`src/rtl/hpair_pkg.sv`:
```
package hpair_pkg;
  typedef enum logic [1:0] {
    VW_NARROW = 2'd0,
    VW_SINGLE = 2'd1,
    VW_DUAL   = 2'd2,
    VW_DUAL_X = 2'd3
  } vw_e;

  typedef enum logic {
    ES_WORD  = 1'b0,
    ES_DWORD = 1'b1
  } es_e;
endpackage

```
`src/rtl/hpair_lane.sv`:
```
// Pairwise sums of one lane: opa sums to low half, opb sums to high half.
module hpair_lane #(
  parameter int LANE_W = 128,
  parameter int ELEM_W = 16
) (
  input  logic [LANE_W-1:0] a_i,
  input  logic [LANE_W-1:0] b_i,
  output logic [LANE_W-1:0] sum_o
);
  localparam int PAIRS = LANE_W / (2 * ELEM_W);

  for (genvar k = 0; k < PAIRS; k++) begin : g_pair
    assign sum_o[k*ELEM_W +: ELEM_W] =
        a_i[(2*k)*ELEM_W +: ELEM_W] + a_i[(2*k+1)*ELEM_W +: ELEM_W];
    assign sum_o[(PAIRS+k)*ELEM_W +: ELEM_W] =
        b_i[(2*k)*ELEM_W +: ELEM_W] + b_i[(2*k+1)*ELEM_W +: ELEM_W];
  end
endmodule

```
`src/rtl/hpair_sel.sv`:
```
module hpair_sel
  import hpair_pkg::*;
#(
  parameter int LANE_W    = 128,
  parameter int NUM_LANES = 2,
  localparam int VEC_W    = LANE_W * NUM_LANES,
  localparam int NAR_W    = LANE_W / 2,
  localparam int HI_W     = VEC_W - LANE_W
) (
  input  es_e              es_i,
  input  vw_e              vw_i,
  input  logic             keep_i,
  input  logic [VEC_W-1:0] wide_w_i,
  input  logic [VEC_W-1:0] wide_d_i,
  input  logic [NAR_W-1:0] nar_w_i,
  input  logic [NAR_W-1:0] nar_d_i,
  input  logic [HI_W-1:0]  prev_hi_i,
  output logic [VEC_W-1:0] res_o
);
  logic [VEC_W-1:0] wide;
  logic [NAR_W-1:0] nar;

  assign wide = (es_i == ES_DWORD) ? wide_d_i : wide_w_i;
  assign nar  = (es_i == ES_DWORD) ? nar_d_i  : nar_w_i;

  always_comb begin
    res_o = '0;
    unique case (vw_i)
      VW_NARROW: res_o[NAR_W-1:0] = nar;
      VW_SINGLE: begin
        res_o[LANE_W-1:0]     = wide[LANE_W-1:0];
        res_o[VEC_W-1:LANE_W] = keep_i ? prev_hi_i : '0;
      end
      default:   res_o = wide;
    endcase
  end
endmodule

```
`src/rtl/hpair_oreg.sv`:
```
module hpair_oreg #(
  parameter int W = 256
) (
  input  logic         clk_i,
  input  logic         rst_ni,
  input  logic         in_valid_i,
  output logic         in_ready_o,
  input  logic [W-1:0] d_i,
  output logic         out_valid_o,
  input  logic         out_ready_i,
  output logic [W-1:0] q_o
);
  logic         vld_q;
  logic [W-1:0] dat_q;

  assign in_ready_o  = !vld_q || out_ready_i;
  assign out_valid_o = vld_q;
  assign q_o         = dat_q;

  always_ff @(posedge clk_i or negedge rst_ni) begin
    if (!rst_ni) begin
      vld_q <= 1'b0;
      dat_q <= '0;
    end else if (in_ready_o) begin
      vld_q <= in_valid_i;
      if (in_valid_i) dat_q <= d_i;
    end
  end


  accept_to_valid_chk: assert property (@(posedge clk_i) disable iff (!rst_ni)
    (in_valid_i && in_ready_o) |=> (out_valid_o && q_o == $past(d_i)));


  stall_hold_chk: assert property (@(posedge clk_i) disable iff (!rst_ni)
    (out_valid_o && !out_ready_i) |=> (out_valid_o && $stable(q_o)));


  stall_no_ready_chk: assert property (@(posedge clk_i) disable iff (!rst_ni)
    (out_valid_o && !out_ready_i) |-> !in_ready_o);
endmodule

```
`src/rtl/hpair_add.sv`:
```
module hpair_add
  import hpair_pkg::*;
#(
  parameter int LANE_W    = 128,
  parameter int NUM_LANES = 2,
  localparam int VEC_W    = LANE_W * NUM_LANES,
  localparam int NAR_W    = LANE_W / 2,
  localparam int HI_W     = VEC_W - LANE_W
) (
  input  logic             clk_i,
  input  logic             rst_ni,
  input  logic             in_valid_i,
  output logic             in_ready_o,
  input  logic             elem_sel_i,
  input  logic [1:0]       width_sel_i,
  input  logic             keep_hi_i,
  input  logic [VEC_W-1:0] opa_i,
  input  logic [VEC_W-1:0] opb_i,
  input  logic [HI_W-1:0]  prev_hi_i,
  output logic             out_valid_o,
  input  logic             out_ready_i,
  output logic [VEC_W-1:0] res_o
);
  logic [VEC_W-1:0] wide_w, wide_d, res_c;
  logic [NAR_W-1:0] nar_w, nar_d;
  es_e es;
  vw_e vw;

  assign es = es_e'(elem_sel_i);
  assign vw = vw_e'(width_sel_i);

  for (genvar l = 0; l < NUM_LANES; l++) begin : g_lane
    hpair_lane #(.LANE_W(LANE_W), .ELEM_W(16)) u_w (
      .a_i  (opa_i[l*LANE_W +: LANE_W]),
      .b_i  (opb_i[l*LANE_W +: LANE_W]),
      .sum_o(wide_w[l*LANE_W +: LANE_W])
    );
    hpair_lane #(.LANE_W(LANE_W), .ELEM_W(32)) u_d (
      .a_i  (opa_i[l*LANE_W +: LANE_W]),
      .b_i  (opb_i[l*LANE_W +: LANE_W]),
      .sum_o(wide_d[l*LANE_W +: LANE_W])
    );
  end

  hpair_lane #(.LANE_W(NAR_W), .ELEM_W(16)) u_nar_w (
    .a_i(opa_i[NAR_W-1:0]), .b_i(opb_i[NAR_W-1:0]), .sum_o(nar_w)
  );
  hpair_lane #(.LANE_W(NAR_W), .ELEM_W(32)) u_nar_d (
    .a_i(opa_i[NAR_W-1:0]), .b_i(opb_i[NAR_W-1:0]), .sum_o(nar_d)
  );

  hpair_sel #(.LANE_W(LANE_W), .NUM_LANES(NUM_LANES)) u_sel (
    .es_i     (es),
    .vw_i     (vw),
    .keep_i   (keep_hi_i),
    .wide_w_i (wide_w),
    .wide_d_i (wide_d),
    .nar_w_i  (nar_w),
    .nar_d_i  (nar_d),
    .prev_hi_i(prev_hi_i),
    .res_o    (res_c)
  );

  hpair_oreg #(.W(VEC_W)) u_oreg (
    .clk_i      (clk_i),
    .rst_ni     (rst_ni),
    .in_valid_i (in_valid_i),
    .in_ready_o (in_ready_o),
    .d_i        (res_c),
    .out_valid_o(out_valid_o),
    .out_ready_i(out_ready_i),
    .q_o        (res_o)
  );

  logic accept;
  assign accept = in_valid_i && in_ready_o;


  narrow_hi_zero_chk: assert property (@(posedge clk_i) disable iff (!rst_ni)
    (accept && width_sel_i == 2'd0) |=> (res_o[VEC_W-1:NAR_W] == '0));


  keep_hi_chk: assert property (@(posedge clk_i) disable iff (!rst_ni)
    (accept && width_sel_i == 2'd1 && keep_hi_i)
      |=> (res_o[VEC_W-1:LANE_W] == $past(prev_hi_i)));


  clear_hi_chk: assert property (@(posedge clk_i) disable iff (!rst_ni)
    (accept && width_sel_i == 2'd1 && !keep_hi_i)
      |=> (res_o[VEC_W-1:LANE_W] == '0));


  reset_idle_chk: assert property (@(posedge clk_i)
    !rst_ni |=> !out_valid_o);
endmodule

```
`config.mk`:
```
export PLATFORM = sky130hd
export DESIGN_NAME = hpair_add
export DESIGN_NICKNAME = d
export VERILOG_FILES = /design/src/rtl/hpair_pkg.sv /design/src/rtl/hpair_lane.sv /design/src/rtl/hpair_sel.sv /design/src/rtl/hpair_oreg.sv /design/src/rtl/hpair_add.sv
export SDC_FILE = /design/constraint.sdc
export NUM_CORES = 2
export LEC_CHECK = 0
export ABC_AREA = 1
export BUFFER_PORTS_ARGS = -buffer_cell sky130_fd_sc_hd__buf_2
export CAP_MARGIN = 20
export CORE_AREA = 3 3 354 356
export DETAILED_ROUTE_END_ITERATION = 12
export DIE_AREA = 0 0 357 359
export SLEW_MARGIN = 25
export SYNTH_ARGS = -nofsm -noshare
export SYNTH_HDL_FRONTEND = slang
export SYNTH_SLANG_ARGS = --single-unit
```
`constraint.sdc`:
```
create_clock -name clk_i -period 3.8 [get_ports clk_i]
set_clock_uncertainty 0.2 [all_clocks]
set_input_delay 0.19 -clock clk_i [delete_from_list [all_inputs] [get_ports clk_i]]
set_output_delay 0.19 -clock clk_i [all_outputs]
set_load 0.01 [all_outputs]
```
Yosys cells after proc, flatten, opt, wreduce, memory -nomap -nowiden
Cells that the tools add are included.
{ "totals": {"regBits": 257, "input_bits": 648} }
{ "op_classes": {"eq_ne": 1, "n_addsub": 24, "reduce_logical": 4, "n_mux": 5} }
{ "op_table": {"columns": ["operator", "n"], "rows": [
  ["one-hot mux 192 bit (2 select lines)", 1],
  ["adder 16 bit", 16],
  ["adder 32 bit", 8],
  ["2-to-1 mux 256 bit", 1],
  ["2-to-1 mux 128 bit", 1],
  ["2-to-1 mux 64 bit", 2],
  ["== test 2 x 1 -> 1 bit (second input constant)", 1],
  ["zero test 2 bit", 1],
  ["AND reduction 2 bit", 1],
  ["zero test 1 bit", 1],
  ["logical OR 1 bit", 1]
]} }

Longest topological paths before layout
{ "depth": {"word_depth": 3, "depth_mapped": 16, "ltp_nobuf": 16} }

Cells and area by module
Synthesis repeated with hierarchy kept, for this count alone.
{ "hier_totals": {"cells_unflattened": 11429, "hier_area_um2": 59926.2} }
{ "modules_own_cells": {"columns": ["mod", "area_per_inst_um2", "instances", "seq_area_each_um2", "cells_each"], "rows": [
  ["hpair_oreg", 10139.7, 1, 6431.2, 1114],
  ["hpair_lane at g_lane[1].u_d", 9341.5, 1, 0.0, 1964],
  ["hpair_lane at g_lane[0].u_d", 9321.4, 1, 0.0, 1970],
  ["hpair_sel", 8259.2, 1, 0.0, 1879],
  ["hpair_lane at g_lane[1].u_w", 7258.2, 1, 0.0, 1408],
  ["hpair_lane at g_lane[0].u_w", 7221.9, 1, 0.0, 1408],
  ["hpair_lane at u_nar_d", 4757.1, 1, 0.0, 982],
  ["hpair_lane at u_nar_w", 3627.2, 1, 0.0, 704]
]} }

Worst setup path after synthesis
Ideal clock, no wire load.
{ "synth_path": {"kind": "input -> register", "from": "in opb_i[64]", "to": "reg u_oreg.dat_q[112], in the netlist u_oreg.q_o[112]", "setup_time_ps": 123, "slack_ps": 1790, "arrival_ps": 1687, "n_path_buf": 0, "stages": 11, "path_cell_list": "ha_1 -> fa_1 -> nand2_1 -> nand3_1 -> and2_1 -> nand3_1 -> nand3_1 -> a21oi_1 -> nor2_1 -> o21ai_0 -> nand2_1"} }
{ "synth_via": {"elab_chain_len": 3} }
{ "synth_rtl": {"columns": ["element", "line_no", "rtl"], "rows": [
  ["start, declared", "hpair_add.sv:18", "input logic [VEC_W-1:0] opb_i,"],
  ["adder 32 bit", "hpair_lane.sv:16", "b_i[(2*k)*ELEM_W +: ELEM_W] + b_i[(2*k+1)*ELEM_W +: ELEM_W];"],
  ["2-to-1 mux 256 bit", "hpair_sel.sv:23", "assign wide = (es_i == ES_DWORD) ? wide_d_i : wide_w_i;"],
  ["one-hot mux 192 bit (2 select lines)", "hpair_sel.sv:28", "unique case (vw_i)"],
  ["end signal, assigned", "hpair_oreg.sv:26", "if (in_valid_i) dat_q <= d_i;"],
  ["end, declared", "hpair_oreg.sv:14", "logic [W-1:0] dat_q;"]
]} }
Every way passes these cells.
A chain may end at the register's enable or synchronous reset.

Worst setup path in the final report
{ "layout_path": {"from": "in width_sel_i[1]", "to": "reg u_oreg.dat_q[209], in the netlist u_oreg.q_o[209]"} }
{ "layout_via": {"elab_chain_len": 2, "word_cells_on_any_way": 3} }
{ "layout_rtl": {"columns": ["element", "line_no", "rtl"], "rows": [
  ["start, declared", "hpair_add.sv:15", "input logic [1:0] width_sel_i,"],
  ["== test 2 x 1 -> 1 bit / zero test 2 bit (equally long branches)", "hpair_sel.sv:28", null],
  ["one-hot mux 192 bit (2 select lines) *", "hpair_sel.sv:28", null]
]} }
Every way passes the cells marked *; elsewhere a longest branch is shown, timed or not.

==> summary.txt <==
Setup path
  – Setup CP Type: in -> reg
  – Critical Path Stages: 10
  – Required time of the critical path: 4170 ps
  – Reg2reg path depth: 7
  – Crit path largest cell delay: 580 ps
  – Worst path top cell family by delay: buffers and inverters
  – Startpoint types: input port
  – CP Buf/Inv Count: 7
  – Crit path DAT: 3550 ps
  – Critical-path cell list: dlygate4sd3_1, buf_4, inv_1, buf_4, nand3_1, inv_4, buf_12, a21oi_1, a21oi_1, dlygate4sd3_1
  – Crit-path slowest cell: inv_4
  – CP max FO: 62
  – Worst setup EP type: flop

STA
  – Worst hold margin: 12.3 ps
  – TNS Setup: 0 ps
  – Final setup fails: 0
  – Worst Tran Pin Value: 994 ps
  – Final hold violation count: 0
  – Slew HR: 0.337
  – Fin crit share: 0.837
  – Setup WS post-layout: 618 ps
  – Unrepaired setup endpoints after global routing: no
  – Fin crit period: 3180 ps
  – Slew Viols, Final: 0
  – Max Freq: 0.314 GHz

Hold path
  – Min-Delay Path Class: in -> async

Global routing
  – Initial antenna violation count: 26
  – Grt total ovfl: 0
  – Global-route wire length before repair: 345000 um
  – Tot GR Track Use: 0.359
  – Number of global-route vias before repair: 52.2k
  – Largest net degree at the start of global routing: 152

Logic synthesis
  – Synth Flop Type: dfrtp_1
  – Asr flop ratio synth: 1.00
  – Syn_area_per_cell: 5.67 um2
  – Synthesized area: 0.0430 mm2
  – Yosys Warn Count: 0
  – Top post-synthesis cells by area: nand2_1 23%, dfrtp_1 15%, ha_1 14%
  – Flops & latches, synth: 257
  – Synth cell types: 56
  – Sequential area share after synthesis: 0.149
  – Top-area cell type share of the netlist area: 0.225
  – Syn_nets: 8754
  – Area leader, netlist: nand2_1
  – Cells after synthesis: 7594
  – Post-synth EDFFs: 0

Floorplan
  – Die width: 357 um
  – Ports: 906
  – Core ar.: 0.122 mm2
  – Starting Density: 0.353
  – # rows: 128
  – Die height: 359 um
  – Die ar.: 0.128 mm2

Detailed routing
  – DRT Pass-1 Iters: 6
  – Iter 0 DRT Violations: 5276
  – Routed Antenna Nets: 0
  – Total wire length: 241000 um
  – Vias/cell: 5.38
  – Drt wl/cell: 23.4 um
  – Vias: 55.4k
  – Drt drc: 0

Cells and area
  – NumNets Final: 9788
  – Area of the multi-input gates: 0.0322 mm2
  – Layout cells sized above 1: 0.131
  – Post-route design area: 0.0528 mm2
  – Fill count: 13.5k
  – Area Overhead vs Synth: 22.8%
  – FF/Latch Area: 0.00643 mm2

Place
  – HPWL Detailed: 206000 um
  – Pre-CTS setup slack: 1010 ps
  – Placed Area: 0.0494 mm2
  – IO buf count: 905
  – Placer Congestion: 1.05

CTS
  – Clock Path Buffers: 3
  – Postcts setup bufs: 0
  – CTS Buf Count: 38
  – Clk slew on worst S/H paths: 70 ps
  – Root buffer cell: clkbuf_16
  – CTS tree: yes
  – Clock sink count: 257
  – Total number of H-tree levels: 2
  – Worst skew pair latency: 600 ps

Power
  – Sw frac: 0.475
  – Pint: 8.73 mW
  – Power share of the combinational group: 0.526
  – Switching Power: 7.91 mW
  – Clk pwr share: 0.254
  – PwrDens: 315 mW/mm2
  – P_leak: 29.9 nW
  – Peak VDD IR: 0.000374 V
  – Flop pwr share: 0.220

Outcome
  – Status: completed

Run
  – Max-cap violations: 0
## registers in the layout (all words and copies together), names as in the netlist
name,cells
u_oreg.out_valid_o,1
u_oreg.q_o,256
## layout make-up
class | count | share of cell area
Multi-Input combinational cell | 6196 | 0.610
Timing Repair Buffer | 1135 | 0.131
Sequential cell | 257 | 0.122
Inverter | 1000 | 0.0714
Tap cell | 1625 | 0.0385
Clock buffer | 46 | 0.0194
Clock inverter | 23 | 0.00746
Antenna cell | 19 | 0.000900
## synthesized netlist by cell type (30+ instances only)
library cell / instances
nand2_1: 2579
inv_1: 989
a21oi_1: 779
nor2_1: 721
nand3_1: 643
ha_1: 488
o21ai_0: 378
dfrtp_1: 257
buf_2: 75
nor3_1: 65
a21o_1: 56
xor2_1: 52
nand3b_1: 51
clkbuf_1: 48
nand2_2: 46
o21bai_1: 45
nand4_1: 30
## cell usage in the layout (no fill, tap or decap), types with 10 or more instances in the layout
master,instances
buf_4,26
clkbuf_16,39
and2_1,11
a21oi_2,16
a31oi_1,12
dfrtp_1,257
nand2_2,45
xor2_1,52
buf_12,12
o21ai_1,27
nand3_2,15
buf_2,902
xnor2_1,28
nor2_1,721
o211ai_1,12
nor3_1,65
nand3b_1,51
a22oi_1,19
ha_1,488
a21o_1,56
nand2_1,2579
o21ai_0,378
inv_1,987
nand3_1,643
nand4_1,30
o21bai_1,45
inv_2,10
a21oi_1,779
dlygate4sd3_1,193
nor2_2,11
fa_1,24
diode_2,19
## power by group through the flow
| stage | clock (mW) | combinational [mW] | sequential [mW] |
|---|---|---|---|
| after floorplan | 0 | 4.63 | 3.81 |
| after global placement | 0 | 8.37 | 3.69 |
| after detailed placement | 0 | 8.36 | 3.69 |
| after CTS | 4.30 | 8.60 | 3.65 |
| after global routing | 4.39 | 9.56 | 3.70 |
| final | 4.23 | 8.75 | 3.66 |
## metrics by stage
stage / total power [mW] / instances / utilization
final: 16.6 / 10301 / 0.433
after global routing: 17.6 / 10291 / 0.433
after global placement: 12.1 / 10020 / 0.405
after CTS: 16.6 / 10282 / 0.432
after detailed placement: 12.0 / 10020 / 0.405
after floorplan: 8.45 / 7594 / -
## per-layer routing
layer  up-vias  track usage  wire length [um]
met3       456       0.0678             19400
li1      26827            -                 -
met1     25735        0.469            103000
met4        14        0.149             11500
met5         -            0                83
met2      2403        0.577            107000
## what timing repair did
item                      in CTS  in global routing
hold endpoints to repair     258                  0
resized for setup              0                  0
hold buffers                 193                  0
## worst paths after layout
kind	end	slack [ps]	startpoint
worst max-delay path	u_oreg.q_o[209]	620	width_sel_i[1]
worst min-delay path	u_oreg.q_o[10]	10	rst_ni
worst max register to register	u_oreg.q_o[156]	950	u_oreg.out_valid_o
worst min register to register	u_oreg.q_o[31]	280	u_oreg.q_o[31]
max in group asynchronous	u_oreg.q_o[155]	2420	rst_ni
min in group clk_i	u_oreg.q_o[63]	20	opa_i[127]
## cell families after synthesis
logic type / Yosys count / synth area share
XOR/XNOR: 80 / 0.0163
adder cells (fa/ha/maj): 512 / 0.153
buffers and inverters: 1141 / 0.102
AND/OR/NAND/NOR: 4206 / 0.403
flip-flops: 257 / 0.149
multiplexers: 3 / 0.000698
AO/OA/AOI/OAI: 1395 / 0.175
(Power assumes the default switching activity.)
